$ cat src/rtl/lrs_pkg.sv
package lrs_pkg;
  typedef enum logic [1:0] {
    ST_OFF  = 2'b00,
    ST_TALK = 2'b01,
    ST_RING = 2'b10,
    ST_DEAD = 2'b11
  } lrs_state_e;
endpackage

$ cat src/rtl/lrs_sync.sv
module lrs_sync #(
  parameter int unsigned W = 1,
  parameter logic [W-1:0] RST_VAL = '0
) (
  input  logic         clk_i,
  input  logic         rst_ni,
  input  logic [W-1:0] d_i,
  output logic [W-1:0] q_o
);
  logic [W-1:0] ff1_q, ff2_q;

  always_ff @(posedge clk_i or negedge rst_ni) begin
    if (!rst_ni) begin
      ff1_q <= RST_VAL;
      ff2_q <= RST_VAL;
    end else begin
      ff1_q <= d_i;
      ff2_q <= ff1_q;
    end
  end

  assign q_o = ff2_q;
endmodule

$ cat src/rtl/lrs_mode_latch.sv
module lrs_mode_latch (
  input  logic clk_i,
  input  logic rst_ni,
  input  logic mode_i,
  input  logic latch_en_i,
  output logic sel_o
);
  logic lat_q, held_q, rise;

  assign rise = latch_en_i && !lat_q;

  always_ff @(posedge clk_i or negedge rst_ni) begin
    if (!rst_ni) begin
      lat_q  <= 1'b0;
      held_q <= 1'b0;
    end else begin
      lat_q <= latch_en_i;
      if (rise) held_q <= mode_i;
    end
  end

  // capture cycle passes mode straight through
  always_comb begin
    if (!latch_en_i || rise) sel_o = mode_i;
    else                     sel_o = held_q;
  end

  // held selection stays put while hold remains high
  assert_hold_stable_R6: assert property (@(posedge clk_i) disable iff (!rst_ni)
    (lat_q && latch_en_i) |=> (!latch_en_i || $stable(sel_o)));
endmodule

$ cat src/rtl/lrs_seq.sv
module lrs_seq
  import lrs_pkg::*;
#(
  parameter int unsigned DEAD_CYC = 16
) (
  input  logic       clk_i,
  input  logic       rst_ni,
  input  logic       force_off_i,
  input  logic       want_ring_i,
  output lrs_state_e state_o
);
  localparam int unsigned CW = (DEAD_CYC < 2) ? 1 : $clog2(DEAD_CYC);
  localparam logic [CW-1:0] CNT_LOAD = CW'(DEAD_CYC - 1);

  lrs_state_e state_q, state_d;
  logic [CW-1:0] cnt_q, cnt_d;

  always_comb begin
    state_d = state_q;
    cnt_d   = cnt_q;
    if (force_off_i) begin
      state_d = ST_OFF;
      cnt_d   = '0;
    end else begin
      unique case (state_q)
        ST_OFF: begin
          state_d = ST_DEAD;
          cnt_d   = CNT_LOAD;
        end
        ST_TALK: if (want_ring_i) begin
          state_d = ST_DEAD;
          cnt_d   = CNT_LOAD;
        end
        ST_RING: if (!want_ring_i) begin
          state_d = ST_DEAD;
          cnt_d   = CNT_LOAD;
        end
        ST_DEAD: begin
          if (cnt_q == '0) state_d = want_ring_i ? ST_RING : ST_TALK;
          else             cnt_d   = cnt_q - 1'b1;
        end
        default: state_d = ST_OFF;
      endcase
    end
  end

  always_ff @(posedge clk_i or negedge rst_ni) begin
    if (!rst_ni) begin
      state_q <= ST_OFF;
      cnt_q   <= '0;
    end else begin
      state_q <= state_d;
      cnt_q   <= cnt_d;
    end
  end

  assign state_o = state_q;

  assert_off_forced_R3: assert property (@(posedge clk_i) disable iff (!rst_ni)
    force_off_i |=> (state_q == ST_OFF));

  assert_talk_no_direct_ring_R8: assert property (@(posedge clk_i) disable iff (!rst_ni)
    (state_q == ST_TALK) |=> (state_q != ST_RING));

  assert_ring_no_direct_talk_R8: assert property (@(posedge clk_i) disable iff (!rst_ni)
    (state_q == ST_RING) |=> (state_q != ST_TALK));

  assert_off_via_dead_R9: assert property (@(posedge clk_i) disable iff (!rst_ni)
    (state_q == ST_OFF && !force_off_i) |=> (state_q == ST_DEAD));

  assert_dead_exit_R10: assert property (@(posedge clk_i) disable iff (!rst_ni)
    (state_q == ST_DEAD && cnt_q == '0 && !force_off_i)
      |=> (state_q == ($past(want_ring_i) ? ST_RING : ST_TALK)));
endmodule

$ cat src/rtl/lrs_switch_ctrl.sv
module lrs_switch_ctrl
  import lrs_pkg::*;
#(
  parameter int unsigned DEAD_CYC     = 16,
  parameter bit          USE_SHDN_PIN = 1'b1
) (
  input  logic       clk_i,
  input  logic       rst_ni,
  input  logic       mode_i,
  input  logic       latch_en_i,
  input  logic       shdn_ni,
  input  logic       therm_flt_i,
  input  logic       vbat_flt_i,
  output logic [1:0] line_brk_o,
  output logic       ring_ret_o,
  output logic       ring_acc_o,
  output logic [1:0] status_o
);
  logic       shdn_n_eff;
  logic [2:0] flt_raw, flt_s;
  logic       force_off, want_ring;
  lrs_state_e state;

  generate
    if (USE_SHDN_PIN) begin : g_shdn_pin
      assign shdn_n_eff = shdn_ni;
    end else begin : g_shdn_tie
      assign shdn_n_eff = 1'b1;
    end
  endgenerate

  assign flt_raw = {vbat_flt_i, therm_flt_i, !shdn_n_eff};

  // reset value holds switches open until inputs are seen
  lrs_sync #(.W(3), .RST_VAL(3'b111)) u_sync (
    .clk_i (clk_i),
    .rst_ni(rst_ni),
    .d_i   (flt_raw),
    .q_o   (flt_s)
  );

  assign force_off = |flt_s;

  lrs_mode_latch u_latch (
    .clk_i     (clk_i),
    .rst_ni    (rst_ni),
    .mode_i    (mode_i),
    .latch_en_i(latch_en_i),
    .sel_o     (want_ring)
  );

  lrs_seq #(.DEAD_CYC(DEAD_CYC)) u_seq (
    .clk_i      (clk_i),
    .rst_ni     (rst_ni),
    .force_off_i(force_off),
    .want_ring_i(want_ring),
    .state_o    (state)
  );

  assign line_brk_o = (state == ST_TALK) ? 2'b11 : 2'b00;
  assign ring_ret_o = (state == ST_RING);
  assign ring_acc_o = (state == ST_RING);
  assign status_o   = state;

  assert_no_overlap_R8: assert property (@(posedge clk_i) disable iff (!rst_ni)
    !((|line_brk_o) && (ring_ret_o || ring_acc_o)));

  assert_reset_open_R11: assert property (@(posedge clk_i)
    !rst_ni |-> (line_brk_o == 2'b00 && !ring_ret_o && !ring_acc_o));
endmodule

$ cat config.mk
export PLATFORM = sky130hd
export DESIGN_NAME = lrs_switch_ctrl
export DESIGN_NICKNAME = d
export VERILOG_FILES = /design/src/rtl/lrs_pkg.sv /design/src/rtl/lrs_sync.sv /design/src/rtl/lrs_mode_latch.sv /design/src/rtl/lrs_seq.sv /design/src/rtl/lrs_switch_ctrl.sv
export SDC_FILE = /design/constraint.sdc
export NUM_CORES = 1
export LEC_CHECK = 0
export ABC_AREA = 1
export BUFFER_PORTS_ARGS = -buffer_cell sky130_fd_sc_hd__buf_2
export CAP_MARGIN = 20
export CORE_MARGIN = 4
export CORE_UTILIZATION = 52
export CTS_CLUSTER_SIZE = 40
export DETAILED_ROUTE_END_ITERATION = 7
export PLACE_DENSITY = 0.81
export SYNTH_ARGS = -nofsm -noshare
export SYNTH_HDL_FRONTEND = slang
export SYNTH_SLANG_ARGS = --single-unit
$ cat constraint.sdc
create_clock -name clk_i -period 1.4 [get_ports clk_i]
set_input_delay 0.14 -clock clk_i [delete_from_list [all_inputs] [get_ports clk_i]]
set_output_delay 0.14 -clock clk_i [all_outputs]
set_load 0.005 [all_outputs]
==> flow_summary.ini <==
[status]
run_status = finished clean

[clock_tree]
insertion_delay_ns = 0.29
cts_htree_levels = 1
cts_root_buffer = clkbuf_4
numCtsBuffers = 3
cts_post_setup_buffers_inserted = 0
clkTransAtPathRegs_ns = 0.09
clock-sinks = 14
cts_tree = built
clock_path_buffers = 2

[worst_setup_path]
critPathLaunchType = flop
critical_path_class = reg2reg
register_to_register_setup_slack_ns = 0.13
critPathMaxStageDelay_ns = 0.40
worstPathCellList = inv_1 > ha_1 > nand3_1 > nand3b_4 > nand2_4 > o21ai_1
regToRegEndpoint = u_seq.cnt_q[3]
cp_capture_type = flop
critical_path.slowest_cell = dfrtp_1
cp.buffers_inverters = 1
launching_point_of_the_worst_reg2reg_path = u_seq.cnt_q[0]
worst-r2r-cell-count = 6
path_delay_family = simple AND/OR/NAND/NOR gates
timing.critical_path.fanout_max = 4
cp_data_required_time_ns = 1.57
arrival_time_reported_for_the_critical_path_endpoint_ns = 1.44

[min_path]
hp-start = latch_en_i
worst_hold_path_stage_count = 1
whs_endpoint = u_latch.lat_q
worstHoldPathType = in2reg

[synthesis]
yosysUniqueCellTypes = 20
synth_largest_type_area_fraction = 0.2759
synth_area_um2 = 725.7
area_leader_netlist = dfrtp_1
post_synth_inst_count = 86
synth_seq_cells = 14
yosysWarnings = 0
synth_nets = 94
synth_sequential_area_ratio = 0.4931
synth_area_per_cell_um2 = 8.438
top_area_cells_in_the_synthesized_netlist = dfrtp_1 (28%), dfstp_2 (22%), nand2_1 (11%), nand3_1 (8.3%), inv_1 (5.7%)

[sta]
grt_setup_unrepaired = no
setup_viol_count_final = 0
fin_crit_sh = 0.9082
max_freq_mhz = 786.5
slew-limit-headroom = 0.7900
final-hold-violation-count = 0
period_needed_ns = 1.271
worst_pin_slew_ns = 0.3149
final-max-slew-violation-count = 0
worst_clock_skew_ns = 0.006878
fin_setup_tns_ns = 0

[global_route]
largest_net_degree_at_the_start_of_global_routing = 15
grt.total_usage = 0.1690
first_global_vias = 561
first_pass_grt_wire_length_um = 2415
number_of_antenna_violations_at_the_first_check_in_global_routing = 0
global_route.overflow_total = 0

[floorplanning]
die_h_um = 45.36
design.core.area_mm2 = 0.001301
floorplan.initialDensity = 0.5577
row_count = 13
floorplan.io_pins = 13
dieArea_mm2 = 0.002057
die_width_um = 45.36

[routing]
drt_iter0_markers = 10
final_antenna_net_count = 0
wl_per_cell_um = 11.36
avgViaCountPerCell = 5.034
drc_errors = 0
vias = 599
drt_first_pass_iters = 4
drt_wl_total_um = 1352

[place]
routabilityCongestion = 0.8413
hpwlAfterDp_um = 974.6
portBuffers = 12

[pwr]
power_leakage_nw = 0.4952
ir_worst_vdd_mv = 0.7615
report.power.total_mw = 0.8991
pwr_density_mw_per_mm2 = 1028

[layout]
finish.net_count = 113
final_layout_size_suffix_gt1_frac = 0.3462
syn_to_final_growth_pct = 20.52
diodes = 0

[run]
cap_viol_max_count = 0
==> what timing repair did <==
item | in CTS | in global routing
hold buffers | 4 | 0
gates resized for setup | 0 | 1
endpoints found under the hold margin | 11 | 0
endpoints found under the setup margin | 0 | 4
==> synthesized netlist by cell type <==
cell and instances:
inv_1 11, buf_4 2, nor2_1 2, ha_1 1, nand3b_2 1, nand2_1 21, nor2_2 2, nor2_4 1
nand2_2 4, a31oi_1 1, nand3b_1 1, o21ai_1 2, nand2_4 2, inv_2 3, dfrtp_1 8, nand3_1 12
dfstp_2 6, nand3_2 1, o21ai_0 1, a21oi_1 4
==> sequential cells by signal, indices dropped and copies added, names as in the netlist <==
| signal | count |
|---|---|
| u_seq.cnt_q | 4 |
| u_latch.held_q | 1 |
| u_seq.state_o | 2 |
| u_latch.lat_q | 1 |
| u_sync.q_o | 3 |
| u_sync.ff1_q | 3 |
==> metrics by stage <==
stage	hold slack (ns)	utilization	instances	cell area, µm²	setup WS (ns)
after floorplan	-0.1556	-	86	725.7	0.1606
final	0.03288	0.6721	119	874.6	0.1285
after global placement	0.04367	0.6067	111	789.5	0.1014
after detailed placement	0.05116	0.6067	111	789.5	0.04485
after CTS	0.02352	0.6654	119	865.8	0.02614
after global routing	0.01711	0.6721	119	874.6	0.07209
==> cells by family (layout without fill, tap and decap cells) <==
kind of cell,count (synthesis),count (layout),share of synthesized area
simple gates,47,47,0.3397
fa+ha+maj,1,1,0.01724
buf+inv,16,34,0.09310
compound gates,8,8,0.05690
flops,14,14,0.4931
==> cell usage in the layout (no fill, tap or decap), drive strengths merged <==
cell type and instances:
buf 12, nor2 5, dlygate4sd3 4, inv 14, dfrtp 8, ha 1
nand2 27, clkbuf 4, a31oi 1, o21ai 3, a21oi 4, nand3b 2
dfstp 6, nand3 13
==> worst max-delay path by stage <==
stage	startpoint	to	slack (ns)	cells past startpoint
2_1_floorplan	u_seq.cnt_q[0]	u_seq.cnt_q[3]	0.16	6
3_3_place_gp	u_seq.cnt_q[0]	u_seq.cnt_q[3]	0.10	6
3_5_place_dp	u_seq.cnt_q[0]	u_seq.cnt_q[3]	0.04	6
4_1_cts	u_seq.cnt_q[0]	u_seq.cnt_q[3]	0.03	6
5_1_grt	u_seq.cnt_q[0]	u_seq.cnt_q[3]	0.07	6
6_report	u_seq.cnt_q[0]	u_seq.cnt_q[3]	0.13	6
==> power by group <==
group,internal [mW],leakage [nW],switching (mW),total (mW)
logic,0.0632,0.308,0.0865,0.150
clock network,0.158,0.0210,0.133,0.291
registers,0.438,0.167,0.0209,0.458
==> area by class of cell <==
type | instances | area (µm²)
Timing Repair Buffer | 16 | 100.1
Multi-Input combinational cell | 56 | 309.0
Fill cell | 123 | 426.7
Sequential cell | 14 | 357.8
Tap cell | 15 | 18.77
Inverter | 14 | 52.55
Clock buffer | 4 | 36.28
==> routing by layer <==
metal  GRT usage  up-vias  share of wire
met5           0        -              0
met3     0.03586        5          0.053
met2      0.2825       16           0.50
met4      0.1053        0          0.025
met1      0.1944      272           0.42
li1            -      306              -
(Power assumes the default switching activity.)
